===== config.mk =====
export PLATFORM = sky130hd
export DESIGN_NAME = sdcmd_path
export DESIGN_NICKNAME = d
export VERILOG_FILES = /design/src/rtl/sdcmd_pkg.sv /design/src/rtl/sdcmd_crc7.sv /design/src/rtl/sdcmd_tx.sv /design/src/rtl/sdcmd_rx.sv /design/src/rtl/sdcmd_path.sv
export SDC_FILE = /design/constraint.sdc
export NUM_CORES = 1
export LEC_CHECK = 0
export ABC_AREA = 1
export BUFFER_PORTS_ARGS = -buffer_cell sky130_fd_sc_hd__buf_4
export CORE_MARGIN = 2
export CORE_UTILIZATION = 40
export DETAILED_ROUTE_END_ITERATION = 10
export SLEW_MARGIN = 40
export SYNTH_ARGS = -nofsm -noshare
export SYNTH_HDL_FRONTEND = slang
export SYNTH_SLANG_ARGS = --single-unit

===== constraint.sdc =====
create_clock -name clk -period 3.5 [get_ports clk]
set_input_delay 0.7 -clock clk [delete_from_list [all_inputs] [get_ports clk]]
set_output_delay 0.7 -clock clk [all_outputs]
set_load 0.02 [all_outputs]

===== src/rtl/sdcmd_pkg.sv =====
package sdcmd_pkg;

    localparam int TOKEN_W    = 48;
    localparam int SHORT_W    = 48;
    localparam int LONG_W     = 136;
    localparam int CRC_W      = 7;
    localparam int RESP_OUT_W = 128;
    localparam int LONG_HDR   = LONG_W - RESP_OUT_W;
    localparam int NFLAGS     = 4;
    localparam logic [CRC_W-1:0] CRC_POLY = 7'h09;

    localparam int F_SENT = 0;
    localparam int F_OK   = 1;
    localparam int F_CRC  = 2;
    localparam int F_TO   = 3;

    typedef enum logic [1:0] {
        RESP_NONE        = 2'b00,
        RESP_SHORT       = 2'b01,
        RESP_SHORT_NOCRC = 2'b10,
        RESP_LONG        = 2'b11
    } resp_t;

    typedef enum logic [3:0] {
        ST_IDLE,
        ST_GAP,
        ST_PEND,
        ST_SEND,
        ST_WAIT,
        ST_RECV,
        ST_CHECK,
        ST_BOOT,
        ST_TAIL
    } state_t;

    typedef struct packed {
        logic       lead0;
        logic       dir1;
        logic [5:0] index;
        logic [31:0] arg;
        logic [CRC_W-1:0] crc;
        logic       stop1;
    } token_t;

    function automatic logic [CRC_W-1:0] crc7_step(logic [CRC_W-1:0] c, logic b);
        logic fb;
        fb = b ^ c[CRC_W-1];
        return {c[CRC_W-2:0], 1'b0} ^ (fb ? CRC_POLY : '0);
    endfunction

    function automatic logic [CRC_W-1:0] crc7_over40(logic [39:0] d);
        logic [CRC_W-1:0] c;
        c = '0;
        for (int i = 39; i >= 0; i--) c = crc7_step(c, d[i]);
        return c;
    endfunction

    function automatic token_t build_token(logic [5:0] idx, logic [31:0] arg);
        token_t t;
        t.lead0 = 1'b0;
        t.dir1  = 1'b1;
        t.index = idx;
        t.arg   = arg;
        t.crc   = crc7_over40({t.lead0, t.dir1, idx, arg});
        t.stop1 = 1'b1;
        return t;
    endfunction

endpackage


===== src/rtl/sdcmd_crc7.sv =====
module sdcmd_crc7
    import sdcmd_pkg::*;
(
    input  logic             clk,
    input  logic             rst,
    input  logic             clr,
    input  logic             en,
    input  logic             bit_in,
    output logic [CRC_W-1:0] crc_o
);
    logic [CRC_W-1:0] crc_q;

    always_ff @(posedge clk) begin
        if (rst || clr) crc_q <= '0;
        else if (en)    crc_q <= crc7_step(crc_q, bit_in);
    end

    assign crc_o = crc_q;
endmodule


===== src/rtl/sdcmd_tx.sv =====
module sdcmd_tx
    import sdcmd_pkg::*;
#(
    parameter int W = TOKEN_W
) (
    input  logic         clk,
    input  logic         rst,
    input  logic         load,
    input  logic         shift,
    input  logic [W-1:0] word_i,
    output logic         bit_o
);
    logic [W-1:0] sh_q;

    always_ff @(posedge clk) begin
        if (rst)        sh_q <= '1;
        else if (load)  sh_q <= word_i;
        else if (shift) sh_q <= {sh_q[W-2:0], 1'b1};
    end

    assign bit_o = sh_q[W-1];
endmodule


===== src/rtl/sdcmd_rx.sv =====
module sdcmd_rx
    import sdcmd_pkg::*;
(
    input  logic                  clk,
    input  logic                  rst,
    input  logic                  arm,
    input  logic                  sample,
    input  logic                  bit_in,
    input  logic                  long_sel,
    output logic                  last,
    output logic                  crc_ok,
    output logic [RESP_OUT_W-1:0] data_o
);
    localparam int RCNT_W = $clog2(LONG_W + 1);
    localparam logic [RCNT_W-1:0] LEN_S  = RCNT_W'(SHORT_W);
    localparam logic [RCNT_W-1:0] LEN_L  = RCNT_W'(LONG_W);
    localparam logic [RCNT_W-1:0] SKIP_L = RCNT_W'(LONG_HDR);
    localparam logic [RCNT_W-1:0] TAILB  = RCNT_W'(CRC_W + 2);

    logic [LONG_W-1:0] data_q;
    logic [RCNT_W-1:0] cnt_q;
    logic [RCNT_W-1:0] len;
    logic [RCNT_W-1:0] lo;
    logic              feed;
    logic [CRC_W-1:0]  crc_acc;

    assign len  = long_sel ? LEN_L : LEN_S;
    assign lo   = long_sel ? SKIP_L : '0;
    assign feed = sample && (cnt_q >= lo) && (cnt_q <= len - TAILB);
    assign last = sample && (cnt_q == len - 1'b1);

    always_ff @(posedge clk) begin
        if (rst || arm) begin
            data_q <= '0;
            cnt_q  <= '0;
        end else if (sample) begin
            data_q <= {data_q[LONG_W-2:0], bit_in};
            cnt_q  <= cnt_q + 1'b1;
        end
    end

    sdcmd_crc7 i_crc (
        .clk    (clk),
        .rst    (rst),
        .clr    (arm),
        .en     (feed),
        .bit_in (bit_in),
        .crc_o  (crc_acc)
    );

    assign crc_ok = (crc_acc == data_q[CRC_W:1]);
    assign data_o = data_q[RESP_OUT_W-1:0];
endmodule


===== src/rtl/sdcmd_path.sv =====
module sdcmd_path
    import sdcmd_pkg::*;
#(
    parameter int TIMEOUT_CYC = 64,
    parameter int GAP_CYC     = 8,
    parameter int TAIL_CYC    = 56
) (
    input  logic                  clk,
    input  logic                  rst,
    input  logic                  start,
    input  logic [5:0]            cmd_index,
    input  logic [31:0]           cmd_arg,
    input  logic [1:0]            resp_sel,
    input  logic                  wait_pend,
    input  logic                  dpath_ready,
    input  logic                  boot_en,
    input  logic                  boot_mode,
    input  logic                  cmd_in,
    output logic                  cmd_out,
    output logic                  cmd_oe,
    output logic                  abort_pulse,
    output logic                  ready,
    output logic [NFLAGS-1:0]     flags,
    input  logic [NFLAGS-1:0]     flags_clr,
    output logic [RESP_OUT_W-1:0] resp_word
);
    localparam int MAXC  = (TIMEOUT_CYC > TAIL_CYC) ?
                           ((TIMEOUT_CYC > TOKEN_W) ? TIMEOUT_CYC : TOKEN_W) :
                           ((TAIL_CYC > TOKEN_W) ? TAIL_CYC : TOKEN_W);
    localparam int CNT_W = $clog2(MAXC + 1);
    localparam logic [CNT_W-1:0] TOK_END = CNT_W'(TOKEN_W - 1);
    localparam logic [CNT_W-1:0] TO_END  = CNT_W'(TIMEOUT_CYC - 1);
    localparam logic [CNT_W-1:0] GAP_END = CNT_W'(GAP_CYC - 1);
    localparam logic [CNT_W-1:0] TL_END  = CNT_W'(TAIL_CYC - 1);

    state_t            state, state_n;
    logic [CNT_W-1:0]  cnt, cnt_n;
    resp_t             rkind_q;
    logic              boot_q;
    logic              boot_rise;
    logic              go_cmd, go_boot;
    logic              tx_shift, tx_bit;
    logic              rx_arm, rx_sample, rx_last, rx_crc_ok;
    logic              abort_n, abort_q;
    logic [NFLAGS-1:0] set_vec;
    logic [NFLAGS-1:0] flag_q;
    token_t            tok;

    assign boot_rise = boot_en && !boot_q;
    assign go_cmd    = (state == ST_IDLE) && (start || (boot_rise && boot_mode));
    assign go_boot   = (state == ST_IDLE) && !start && boot_rise && !boot_mode;
    assign tok       = build_token(cmd_index, cmd_arg);

    sdcmd_tx #(.W(TOKEN_W)) i_tx (
        .clk    (clk),
        .rst    (rst),
        .load   (go_cmd),
        .shift  (tx_shift),
        .word_i (tok),
        .bit_o  (tx_bit)
    );

    sdcmd_rx i_rx (
        .clk      (clk),
        .rst      (rst),
        .arm      (rx_arm),
        .sample   (rx_sample),
        .bit_in   (cmd_in),
        .long_sel (rkind_q == RESP_LONG),
        .last     (rx_last),
        .crc_ok   (rx_crc_ok),
        .data_o   (resp_word)
    );

    always_comb begin
        state_n   = state;
        cnt_n     = cnt;
        set_vec   = '0;
        tx_shift  = 1'b0;
        rx_arm    = 1'b0;
        rx_sample = 1'b0;
        abort_n   = 1'b0;
        unique case (state)
            ST_IDLE: begin
                if (go_cmd) begin
                    state_n = wait_pend ? ST_PEND : ST_SEND;
                    cnt_n   = '0;
                end else if (go_boot) begin
                    state_n = ST_BOOT;
                end
            end
            ST_PEND: begin
                if (dpath_ready || !wait_pend) begin
                    state_n = ST_SEND;
                    cnt_n   = '0;
                end
            end
            ST_SEND: begin
                tx_shift = 1'b1;
                if (cnt == TOK_END) begin
                    cnt_n = '0;
                    if (rkind_q == RESP_NONE) begin
                        set_vec[F_SENT] = 1'b1;
                        state_n         = ST_GAP;
                    end else begin
                        rx_arm  = 1'b1;
                        state_n = ST_WAIT;
                    end
                end else begin
                    cnt_n = cnt + 1'b1;
                end
            end
            ST_WAIT: begin
                if (!cmd_in) begin
                    rx_sample = 1'b1;
                    state_n   = ST_RECV;
                end else if (cnt == TO_END) begin
                    set_vec[F_TO] = 1'b1;
                    state_n       = ST_GAP;
                    cnt_n         = '0;
                end else begin
                    cnt_n = cnt + 1'b1;
                end
            end
            ST_RECV: begin
                rx_sample = 1'b1;
                if (rx_last) state_n = ST_CHECK;
            end
            ST_CHECK: begin
                if (rkind_q == RESP_SHORT_NOCRC || rx_crc_ok) set_vec[F_OK]  = 1'b1;
                else                                          set_vec[F_CRC] = 1'b1;
                state_n = ST_GAP;
                cnt_n   = '0;
            end
            ST_GAP: begin
                if (cnt == GAP_END) state_n = ST_IDLE;
                else                cnt_n   = cnt + 1'b1;
            end
            ST_BOOT: begin
                if (!boot_en) begin
                    abort_n = 1'b1;
                    state_n = ST_TAIL;
                    cnt_n   = '0;
                end
            end
            ST_TAIL: begin
                if (cnt == TL_END) begin
                    set_vec[F_SENT] = 1'b1;
                    state_n         = ST_GAP;
                    cnt_n           = '0;
                end else begin
                    cnt_n = cnt + 1'b1;
                end
            end
            default: state_n = ST_IDLE;
        endcase
    end

    always_ff @(posedge clk) begin
        if (rst) begin
            state   <= ST_IDLE;
            cnt     <= '0;
            rkind_q <= RESP_NONE;
            boot_q  <= 1'b0;
            abort_q <= 1'b0;
        end else begin
            state   <= state_n;
            cnt     <= cnt_n;
            boot_q  <= boot_en;
            abort_q <= abort_n;
            if (go_cmd) rkind_q <= resp_t'(resp_sel);
        end
    end

    for (genvar g = 0; g < NFLAGS; g++) begin : g_flag
        always_ff @(posedge clk) begin
            if (rst)               flag_q[g] <= 1'b0;
            else if (set_vec[g])   flag_q[g] <= 1'b1;
            else if (flags_clr[g]) flag_q[g] <= 1'b0;
        end
    end

    assign flags       = flag_q;
    assign abort_pulse = abort_q;
    assign ready       = (state == ST_IDLE);
    assign cmd_oe      = (state == ST_SEND) || (state == ST_BOOT);
    assign cmd_out     = (state == ST_SEND) ? tx_bit : (state != ST_BOOT);
endmodule


[Yosys cells after proc, flatten, opt, wreduce, memory -nomap -nowiden]
Cells that the tools add are included.
Cells by class
  magnitude comparators: 2
  add/sub/neg operators: 4
  bitwise gates (word level): 78
  mux-type cells: 91
  equal/unequal tests: 28
  reduce and logical (&&, ||, !) cells: 30
Operators by type and width (count)
  7-bit by 4-bit bitwise XOR with 7-bit output: 37
  4-bit 2-to-1 mux: 50
  48-bit 2-to-1 mux: 2
  7-bit 2-to-1 mux: 8
  7-bit one-hot mux with 8 select lines: 1
  4-bit one-hot mux with 9 select lines: 1
  1-bit bitwise XOR: 36
  1-bit 2-to-1 mux: 24
  7-bit by 6-bit equality test with 1-bit output, second input constant: 3
  4-bit by 3-bit equality test with 1-bit output, second input constant: 4
  2-bit inequality test, second input constant: 7
  2-bit nonzero test: 5
  1-bit logical AND: 9
  8-bit by 1-bit adder with 8-bit output, second input constant: 1
  4-bit by 2-bit equality test with 1-bit output, second input constant: 2
  8-bit equality test: 1
  8-bit greater-or-equal comparator: 1
  8-bit <= comparator: 1
  8-bit 2-to-1 mux: 1
  8-bit AND reduction: 1
  8-bit nonzero test: 1
  8-bit by 1-bit subtractor with 8-bit output, second input constant: 1
  8-bit by 4-bit subtractor with 8-bit output, second input constant: 1
  7-bit by 1-bit adder with 7-bit output, second input constant: 1
  22 further kinds: 34
Storage, ports and cells
  word-level logic and storage cells: 247
  input port bits: 52
  register bits after elaboration: 209
  output and inout port bits: 136

[Longest topological paths before layout]
Gate-level depths: netlist of run 1.
  depth in word-level cells: 110
  mapped depth: 27
  mapped depth without buffers: 27

[Hierarchy]
Synthesis of run 1 repeated with hierarchy kept, for this count alone.
Second synthesis, totals
  cells, all modules: 1462
  area total of the unflattened synthesis: 10472.5 µm²
By module, submodules not included
  sdcmd_rx: instances 1, seq. area each 2722.6 µm², cells an instance 651, area an instance 5551.6 µm²
  sdcmd_path: instances 1, seq. area each 380.4 µm², cells an instance 497, area an instance 2597.5 µm²
  sdcmd_tx: instances 1, seq. area each 960.9 µm², cells an instance 273, area an instance 2020.7 µm²
  sdcmd_crc7: instances 1, seq. area each 140.1 µm², cells an instance 41, area an instance 302.8 µm²

[Worst setup path before layout of run 1]
No wires, ideal clock.
  path type: input to register
  start: input port cmd_index[0]
  end: register i_tx.sh_q[6]
  path slack: 1031 ps
  arrival time: 2356 ps
  stages: 21
  library setup time: 113 ps
  path buffers: 0
  data required time: 3387 ps
  cell sequence: inv_1 > nand2_4 > nand2_1 > nand3_2 > nand2_1 > nand2_2 > nand2_4 > nand2_2 > nand2_2 > inv_2 > nand2_4 > nand2_4 > xor2_2 > nand2_2 > nand2_2 > xor2_2 > nand2_2 > nand2_2 > nand2_1 > nand3_1 > nand2_1
Between the ends
  word-level cells in the longest chain between the ends: 48
  elaborated cells between the ends (all ways): 68
  classes of those cells: mux: 18; bitwise: 50
Ends and longest elaborated chain
  start, declared: line sdcmd_path.sv:11  | input logic [5:0] cmd_index,
  1-bit bitwise XOR *: line sdcmd_pkg.sv:47  | fb = b ^ c[CRC_W-1];
  4-bit 2-to-1 mux *: line sdcmd_pkg.sv:48  | return {c[CRC_W-2:0], 1'b0} ^ (fb ? CRC_POLY : '0);
  7-bit by 4-bit bitwise XOR with 7-bit output * (4 in series): line sdcmd_pkg.sv:48
  1-bit bitwise XOR or 7-bit by 4-bit bitwise XOR with 7-bit output (tied branches): line sdcmd_pkg.sv:47, sdcmd_pkg.sv:48
  4-bit 2-to-1 mux or 7-bit by 4-bit bitwise XOR with 7-bit output (tied branches): line sdcmd_pkg.sv:48
  7-bit by 4-bit bitwise XOR with 7-bit output * (4 in series): line sdcmd_pkg.sv:48
  1-bit bitwise XOR or 7-bit by 4-bit bitwise XOR with 7-bit output (tied branches): line sdcmd_pkg.sv:47, sdcmd_pkg.sv:48
  4-bit 2-to-1 mux or 7-bit by 4-bit bitwise XOR with 7-bit output (tied branches): line sdcmd_pkg.sv:48
  (+12 left out)
  7-bit by 4-bit bitwise XOR with 7-bit output * (4 in series): line sdcmd_pkg.sv:48
  1-bit bitwise XOR or 7-bit by 4-bit bitwise XOR with 7-bit output (tied branches): line sdcmd_pkg.sv:47, sdcmd_pkg.sv:48
  4-bit 2-to-1 mux or 7-bit by 4-bit bitwise XOR with 7-bit output (tied branches): line sdcmd_pkg.sv:48
  7-bit by 4-bit bitwise XOR with 7-bit output * (7 in series): line sdcmd_pkg.sv:48
  1-bit bitwise XOR or 7-bit by 4-bit bitwise XOR with 7-bit output (tied branches): line sdcmd_pkg.sv:47, sdcmd_pkg.sv:48
  4-bit 2-to-1 mux or 7-bit by 4-bit bitwise XOR with 7-bit output (tied branches): line sdcmd_pkg.sv:48
  7-bit by 4-bit bitwise XOR with 7-bit output * (6 in series): line sdcmd_pkg.sv:48
  48-bit 2-to-1 mux *: line sdcmd_tx.sv:17  | else if (load) sh_q <= word_i;
  end signal, assigned: line sdcmd_tx.sv:17
  end signal, assigned: line sdcmd_tx.sv:18  | else if (shift) sh_q <= {sh_q[W-2:0], 1'b1};
  end, declared: line sdcmd_tx.sv:13  | logic [W-1:0] sh_q;
Mark *: on every way between the ends. The rest lies on a longest branch, timed or not.
A chain may end at the register's enable or synchronous reset.

[Worst setup path after layout of run 1]
  start: register state[3]
  end: register i_rx.i_crc.crc_q[3], in the netlist i_rx.i_crc.crc_o[3]
Between the ends
  word-level cells in the longest chain between the ends: 4
  elaborated cells between the ends (all ways): 8
  classes of those cells: eq/ne: 3; mux: 2; reduce/logical: 3
Ends and longest elaborated chain
  start, declared: line sdcmd_path.sv:36  | state_t state, state_n;
  start signal, assigned: line sdcmd_path.sv:167  | state <= state_n;
  4-bit by 3-bit equality test with 1-bit output: line sdcmd_path.sv:83  | unique case (state)
  1-bit one-hot mux with 2 select lines: line sdcmd_path.sv:83
  1-bit logical AND (2 in series): line sdcmd_rx.sv:29  | assign feed = sample && (cnt_q >= lo) && (cnt_q <= len - TAILB);
  end signal, assigned: line sdcmd_crc7.sv:15  | else if (en) crc_q <= crc7_step(crc_q, bit_in);
  end, declared: line sdcmd_crc7.sv:11  | logic [CRC_W-1:0] crc_q;
Several ways; a longest one is shown, not always the timed one.

==> results of run 1 <==
## state kept, by name (all words and copies together), names as in the netlist
name / count
boot_q: 1
abort_pulse: 1
cnt: 7
state: 4
rkind_q: 2
i_tx.sh_q: 47
i_rx.data_q: 128
i_rx.i_crc.crc_o: 7
flags: 4
i_rx.cnt_q: 8
## final timing paths
check | startpoint | to | slack, ns
setup / recovery | state[3] | i_rx.i_crc.crc_o[3] | 0.93
hold / removal | boot_en | abort_pulse | 0.36
setup reg to reg | state[3] | i_rx.i_crc.crc_o[3] | 0.93
hold reg to reg | i_tx.sh_q[44] | i_tx.sh_q[44] | 0.46
## synthesized netlist by cell type (all sizes together)
master and instances:
nand3b 1, clkinv 3, a211oi 6, nor2 61
o32ai 1, buf 17, o21ai 19, nor3b 1
o2111ai 38, ha 7, a21oi 153, a22oi 1
or2 2, a32oi 1, clkbuf 48, nand2 572
o21bai 1, nor3 13, xnor2 5, nor4 5
a311oi 2, o211a 1, a221o 1, xor2 9
o22ai 1, inv 117, o221ai 1, nand4 7
o211ai 7, dfxtp 209, a2111oi 1, a31oi 3
nand3 54
## metrics by stage
stage	area [sq um]	worst slack, ns
global route	12010	0.5689
CTS	12010	0.8285
floorplan	9554	1.031
finish	12010	0.9301
detailed placement	11230	0.5924
global placement	11230	0.6181
## area by class of cell
| cell class | count | area share [%] |
|---|---|---|
| Clock inverter | 9 | 1.031 |
| Sequential cell | 209 | 34.83 |
| Timing Repair Buffer | 200 | 12.71 |
| Tap cell | 319 | 3.322 |
| Inverter | 120 | 3.780 |
| Multi-Input combinational cell | 974 | 38.89 |
| Clock buffer | 30 | 5.447 |
## worst max-delay path, cell delays in order (launching register included)
cell      delay, ns
dfxtp_1        0.34
inv_1          0.10
nand2_1        0.08
nor2_1         0.13
inv_1          0.07
nor2_1         0.24
inv_1          0.12
nor2_1         0.28
nor2_4         0.08
buf_4          0.28
nor3_1         0.17
nand2_1        0.17
clkinv_1       0.20
nor2_1         0.06
a211oi_1       0.16
## cells by family after synthesis
kind of cell	count (synthesis)	share of synthesized area, %
DFF	209	43.79
AOI/OAI and AO/OA	237	14.73
buffers and inverters	185	7.465
and+or+nand+nor	716	31.57
adders and majority gates	7	0.9167
xor gates and xnor gates	14	1.519
## power breakdown
group	internal (mW)	total, mW	switching, mW
logic	0.681	2.15	1.46
clock network	1.53	2.50	0.963
registers	2.67	2.83	0.161
total	4.89	7.47	2.59
## metal layers
layer	part of all wire, %	global-route usage, %
met5	0	0
met4	1.2	3.732
met1	47	26.37
met3	7.3	5.416
met2	44	30.10
==> flow_summary.ini, run 1 <==
[clock_network]
cts_resized = 0
clk_pin_slew_ns = 0.06
clkSinkCount = 209
clockRootBuffer = clkbuf_16
cts_tree = done
postCtsHoldBufs = 0
clockBufferDepth = 3
postCtsSetupRepairBufs = 0
insertion_delay_ns = 0.52
numCtsBuffers = 25
htree_num_levels = 1

[setup_path]
cp-start-kind = flop
crit_type = reg -> reg
cp_data_arrival_time_ns = 3.01
cp_data_required_time_ns = 3.94
endpoint_kind = flop
cp_max_fo = 37
reg2reg_depth = 14

[timing]
fmax_mhz = 389.1
setup_tns_ns = 0
rsz0062_at_grt = no
whs_ns = 0.3568
fin_crit_ns = 2.570
layout_worst_path_cycle_share_pct = 73.42
finClkSkew_ns = 0.01615
finalSetupViolCount = 0
drv_slew = 0
hold_viol = 0
slew_headroom_pct = 49.77
tightest_slew_ns = 0.7524

[layout]
mostFrequentLayoutCells = nand2_1 (532), dfxtp_1 (209), buf_4 (198), a21oi_1 (153), inv_1 (107)
nets = 1589
multi_input_area_sq_mm = 0.004672
layout-drive-gt1-share_pct = 19.65
area_growth_pct = 25.75
final_common_cell = nand2_1
seq_area_sq_mm = 0.004184
stdcell_count = 1861
num_antenna_cells = 0
final_util_pct = 51.18
fillCellCount = 2359

[floorplanning]
fp-row-count = 56
io_pins = 188
dieArea_sq_mm = 0.02514
die_w_um = 158.6
initial_core_util_pct = 40.70
fp.coreArea_sq_mm = 0.02347
die_h_um = 158.6

[pwr]
p_per_area_mw_per_mm2 = 622.2
power_leakage_nw = 5.310
finalPower_mw = 7.475
ir_drop_uv = 362.8

[global_routing]
antenna_found_initial = 0
grt_pass1_vias = 8264
grt_max_degree = 84
grt_overflow_total = 0
grt_use_total_pct = 19.15
grt_pass1_wl_um = 40190

[routing]
first_iter_violations = 458
dr_total_vias = 8978
ant_nets = 0
drtPass1Iterations = 5
wl_per_cell_um = 13.24
drc = 0
drt_wl_total_um = 24630
viasPerCell = 4.824

[outcome]
status = finished clean

[placed_design]
placed_cells = 1822
port_buffers = 187
dp_hpwl_um = 17090
gp_congestion = 0.8253

[job]
max-cap-violations = 0

[yosys]
synth.largest_area_cell = dfxtp_1
ys_ff_latch = 209
syn_nets = 1427
synth.distinct_cells = 42
synth_top_area_share_pct = 43.79
ys_warn_count = 0
postSynthCellCount = 1368
syn-mean-instance-area_sq_um = 6.984
syn_area_sq_mm = 0.009554
yosysSeqAreaShare_pct = 43.79
ys_top_cells_by_area = dfxtp_1 (44%), nand2_1 (21%), a21oi_1 (8.0%)

[hold_path]
holdPathStages = 2
hold_path_class = in -> reg
Power figures use the tool's default switching activity.
==> inputs of run 2 (changes only) <==
ABC_AREA = 0   (was 1)
clock period = 2.4 ns   (was 3.5 ns; I/O delays follow)
==> run 2 against run 1 <==
  * Critical endpoint is now ready
  * Critical path type is now reg -> out
  * Final cell count shrank 16%
  * Routed wire length shrank 4.0%
  * Synthesized cell count shrank 21%
  * Critical path depth shrank 11
  * Clock skew shrank 0.0060 ns
  * Utilization grew 2.5 points
  * Register-to-register slack lost 0.73 ns
  * Worst hold slack lost 0.20 ns
  * Global-route usage grew 0.14 points
  * Via count shrank 12%
  * Highest routed layer unchanged
==> flow_summary.ini, run 2 <==
[setup_path]
cp_data_arrival_time_ns = 1.80
path_cells = or4_1 -> inv_1 -> buf_4
cp_max_fo = 12
crit_type = reg -> out
max_stage_delay_ns = 0.58
cp_data_required_time_ns = 1.92
critPathSlowestCell = or4_1
endpoint_kind = primary output
cp-start-kind = flop

[clock_network]
cts_tree = done
postCtsSetupRepairBufs = 0
insertion_delay_ns = 0.52
postCtsHoldBufs = 0
clockRootBuffer = clkbuf_16
clkSinkCount = 209
numCtsBuffers = 24
clk_pin_slew_ns = 0.06
clockBufferDepth = 3
htree_num_levels = 1
cts_resized = 0

[floorplanning]
initial_core_util_pct = 40.99
die_w_um = 154.0
dieArea_sq_mm = 0.02372
fp-row-count = 54
io_pins = 188
die_h_um = 154.0
fp.coreArea_sq_mm = 0.02196

[pwr]
finalPower_mw = 11.27
power_leakage_nw = 4.886
switching_share_pct = 31.72
clkPwrFrac_pct = 32.7
power_frac_seq_pct = 36.4
p_switching_mw = 3.574
internal_power_mw = 7.693
ir_drop_uv = 447.3
p_per_area_mw_per_mm2 = 956.2
comb_power_share_pct = 30.9

[global_routing]
grt_max_degree = 82
grt_use_total_pct = 19.29
grt_overflow_total = 0
grt_pass1_vias = 7347
grt_pass1_wl_um = 38370
antenna_found_initial = 0

[yosys]
synth_enable_flop_cells = 0
ys_warn_count = 0
synth.largest_area_cell = dfxtp_1
synthTopCellsByCount = nand2_1 (360), dfxtp_1 (209), a21oi_1 (152)
synth.most_common_cell = nand2_1
postSynthCellCount = 1086
synth.distinct_cells = 54
async_flop_share_pct = 0
ys_top_cells_by_area = dfxtp_1 (46%), nand2_1 (15%), a21oi_1 (8.5%)
ys_ff_latch = 209
syn_nets = 1145
synthFlopType = dfxtp_1
synth_top_area_share_pct = 46.48
yosysSeqAreaShare_pct = 46.48
syn-mean-instance-area_sq_um = 8.288
syn_area_sq_mm = 0.009001

[layout]
fillCellCount = 2079
nets = 1335
top_register = i_rx.data_q
final_common_cell = nand2_1
top_regs = i_rx.data_q (128), i_tx.sh_q (47), i_rx.cnt_q (8)
num_antenna_cells = 0
area_growth_pct = 30.90
layout-drive-gt1-share_pct = 22.52
mostFrequentLayoutCells = nand2_1 (359), buf_4 (234), dfxtp_1 (209), a21oi_1 (152), a221oi_1 (41)
largest_reg_flops = 128

[routing]
wl_per_cell_um = 15.05
ant_nets = 0
drt_wl_total_um = 23650
first_iter_violations = 540
viasPerCell = 5.052
drtPass1Iterations = 6
drc = 0
dr_total_vias = 7941

[placed_design]
port_buffers = 187
dp_hpwl_um = 15870
gp_congestion = 0.8143

[timing]
layout_worst_path_cycle_share_pct = 94.82
tightest_slew_ns = 0.4835
finClkSkew_ns = 0.01015
fin_crit_ns = 2.276
slew_headroom_pct = 67.77
whs_ns = 0.1602
fmax_mhz = 439.4
finalSetupViolCount = 0
rsz0062_at_grt = no
hold_viol = 0
drv_slew = 0

[hold_path]
hold_path_class = in -> reg

[job]
max-cap-violations = 0

[outcome]
status = finished clean
## run 2: layout make-up
type | count | area [sq um] | share of cell area, %
Multi-Input combinational cell | 786 | 4507 | 38.25
Sequential cell | 209 | 4184 | 35.51
Timing Repair Buffer | 241 | 1897 | 16.10
Clock buffer | 33 | 654.4 | 5.554
Tap cell | 280 | 350.3 | 2.973
Clock inverter | 9 | 137.6 | 1.168
Inverter | 14 | 52.55 | 0.4460
## run 2: cells by family after synthesis
kind of cell             Yosys count  synth area share, %
buffers and inverters             91                3.906
XOR/XNOR                          74                10.88
AO/OA/AOI/OAI                    237                15.87
flip-flops                       209                46.48
AND/OR/NAND/NOR                  460                20.98
multiplexers                       8               0.9036
adder cells (fa/ha/maj)            7               0.9730
## run 2: worst paths after layout
kind / slack [ns] / endpoint / depth (start not counted) / startpoint
setup reg to reg: 0.20 / cnt[5] / 8 / cnt[0]
hold reg to reg: 0.44 / i_tx.sh_q[24] / 2 / i_tx.sh_q[24]
setup / recovery: 0.12 / ready / 3 / state[2]
hold / removal: 0.16 / abort_pulse / 2 / boot_en
## run 2: routing by layer
layer  global-route usage, %  vias up  wire, um  part of all wire [%]
li1                        -     4043         -                     -
met4                   4.673        0       405                   1.7
met2                   30.19      175     10780                    46
met5                       0        -         0                     0
met3                   5.440       33      1645                   7.0
met1                   26.42     3690     10820                    46
## run 2: power by group through the flow
stage	Combinational, mW	Clock (mW)	Sequential (mW)
4_1_cts	3.50	3.80	4.10
2_1_floorplan	2.49	0	4.09
3_3_place_gp	3.45	0	4.17
6_report	3.48	3.69	4.10
3_5_place_dp	3.48	0	4.17
5_1_grt	3.86	3.94	4.15
## run 2: through the flow
stage | worst slack [ns] | area [sq um] | util, % | setup TNS (ns) | cells
global route | 0.001097 | 11780 | 53.66 | 0 | 1572
floorplan | 0.07726 | 9009 | - | 0 | 1086
global placement | -0.07605 | 10990 | 50.04 | -0.2411 | 1530
detailed placement | -0.1234 | 10990 | 50.04 | -0.4494 | 1530
CTS | 0.09882 | 11780 | 53.65 | 0 | 1572
finish | 0.1243 | 11780 | 53.66 | 0 | 1572
## run 2: critical path, delay by kind of cell, from the launching register on
family,cells,cell delay [ns]
buffers and inverters,2,0.27
AND/OR/NAND/NOR,1,0.58
flip-flops,1,0.43
==> inputs of run 3 (changes only) <==
SYNTH_HIERARCHICAL = 1   (was default)
==> run 3 against run 2 <==
  * Final cell count fell by 3.6%
  * Sequential cell count rose by 1
  * Count of clock-buffer cells in the layout rose by 6
  * Largest power group unchanged
  * Highest routed layer unchanged
==> flow_summary.ini, run 3 <==
[routing]
drt_wl_total_um = 21800
drc = 0
first_iter_violations = 453
viasPerCell = 4.883
wl_per_cell_um = 14.39
drtPass1Iterations = 4
dr_total_vias = 7397
ant_nets = 0

[global_routing]
grt_max_degree = 83
grt_use_total_pct = 16.22
grt_pass1_vias = 6928
grt_overflow_total = 0
grt_pass1_wl_um = 34930
antenna_found_initial = 0

[timing]
slew_headroom_pct = 57.29
finalSetupViolCount = 0
whs_ns = 0.1605
fin_crit_ns = 2.285
fmax_mhz = 437.7
tightest_slew_ns = 0.6406
finClkSkew_ns = 0.02211
drv_slew = 0
layout_worst_path_cycle_share_pct = 95.20
fin_ws_ns = 0.1153
hold_viol = 0

[yosys]
syn-mean-instance-area_sq_um = 10.07
ys_ff_latch = 210
async_flop_share_pct = 0
synth.most_common_cell = dfxtp_1
ys_warn_count = 6
ys_top_cells_by_area = dfxtp_1 (44%), mux2i_1 (19%), nor2_1 (5.8%)
synth_enable_flop_cells = 0
synthFlopType = dfxtp_1
synth.largest_area_cell = dfxtp_1
syn_area_sq_mm = 0.009584
synth.distinct_cells = 65
postSynthCellCount = 952
synthTopCellsByCount = dfxtp_1 (210), mux2i_1 (182), nor2_1 (148)
yosysSeqAreaShare_pct = 43.86
synth_top_area_share_pct = 43.86

[clock_network]
htree_num_levels = 1
clkSinkCount = 210
numCtsBuffers = 24
clockBufferDepth = 3
clockRootBuffer = clkbuf_16
insertion_delay_ns = 0.51
cts_tree = done
postCtsHoldBufs = 0
clk_pin_slew_ns = 0.06

[floorplanning]
die_w_um = 158.8
dieArea_sq_mm = 0.02521
io_pins = 188
initial_core_util_pct = 40.83
fp.coreArea_sq_mm = 0.02347
fp-row-count = 56
die_h_um = 158.8

[setup_path]
cp_data_required_time_ns = 2.82
endpoint_kind = flop
cp_max_fo = 13
cp_data_arrival_time_ns = 2.71
cp-start-kind = flop
crit_type = reg -> reg

[layout]
mostFrequentLayoutCells = buf_4 (256), dfxtp_1 (206), mux2i_1 (182), nor2_1 (147), a21oi_1 (72)
final_common_cell = buf_4
final_util_pct = 53.58
top_regs = i_rx/data_q (128), i_tx/sh_q (48), i_rx/cnt_q (8)
area_growth_pct = 31.21
nets = 1238
top_register = i_rx/data_q
layout-drive-gt1-share_pct = 28.26
largest_reg_flops = 128
num_antenna_cells = 0
fillCellCount = 2166

[job]
max-cap-violations = 0

[placed_design]
port_buffers = 187
gp_congestion = 0.8737
pre_cts_ws_ns = -0.3698
dp_hpwl_um = 15380

[pwr]
p_per_area_mw_per_mm2 = 868.4
power_leakage_nw = 5.045
finalPower_mw = 10.92
ir_drop_uv = 561.9

[hold_path]
hold_path_class = in -> reg

[outcome]
status = finished clean
[run 3: cells by family (layout without fill, tap and decap cells)]
| family | after synthesis | in the layout | share of synthesized area [%] |
|---|---|---|---|
| and+or+nand+nor | 286 | 286 | 15.43 |
| xor gates and xnor gates | 74 | 74 | 9.269 |
| other | 2 | 3 | 0.07836 |
| AOI/OAI and AO/OA | 112 | 112 | 6.697 |
| buffers and inverters | 78 | 321 | 4.634 |
| adders and majority gates | 8 | 8 | 1.018 |
| DFF | 210 | 210 | 43.86 |
| muxes | 182 | 182 | 19.01 |
[run 3: final cells by class]
| type | instances | area (sq um) | area share, % |
|---|---|---|---|
| repair buffers | 264 | 2073 | 16.49 |
| well taps | 319 | 399.1 | 3.174 |
| inverters | 14 | 52.55 | 0.4179 |
| clock buffers | 39 | 728.2 | 5.790 |
| flip-flops and latches | 210 | 4209 | 33.47 |
| multi-input cells | 665 | 5069 | 40.30 |
| clock inverters | 4 | 45.04 | 0.3582 |
[run 3: through the flow]
| stage | instances | area, sq um | setup TNS [ns] |
|---|---|---|---|
| after floorplan | 953 | 9667 | -0.3959 |
| after global placement | 1470 | 11710 | -2.494 |
| after detailed placement | 1470 | 11710 | -2.750 |
| after CTS | 1513 | 12490 | 0 |
| after global routing | 1515 | 12580 | -0.001677 |
| final | 1515 | 12580 | 0 |
[run 3: path summary, 6_finish.rpt]
check	from	endpoint	slack, ns	depth (start not counted)
hold reg to reg	cnt[1]	cnt[1]	0.47	2
hold / removal	boot_en	abort_pulse	0.16	2
setup / recovery	state[2]	cnt[5]	0.12	8
setup reg to reg	state[2]	cnt[5]	0.12	8
[run 3: timing repair]
item	CTS	global route
pin swaps	1	3
buffers inserted	0	2
setup endpoints to repair	4	137
resized for setup	3	18
[run 3: metal layers]
metal	share of wire (%)	global-route usage [%]
met5	0	0
met4	2.3	4.629
met3	4.2	2.665
met2	45	26.30
met1	49	22.28
[run 3: where the power goes]
| part | switching [mW] | internal [mW] |
|---|---|---|
| registers | 0.128 | 3.73 |
| logic | 1.71 | 1.83 |
| clock network | 1.36 | 2.17 |
| total | 3.19 | 7.73 |
[run 3: critical path: stages, from the launching register on]
cell,delay [ns]
dfxtp_1,0.33
buf_4,0.19
or4b_4,0.55
a21oi_1,0.18
o2bb2ai_2,0.10
buf_4,0.15
a21o_1,0.21
or3_1,0.36
a21oi_1,0.14
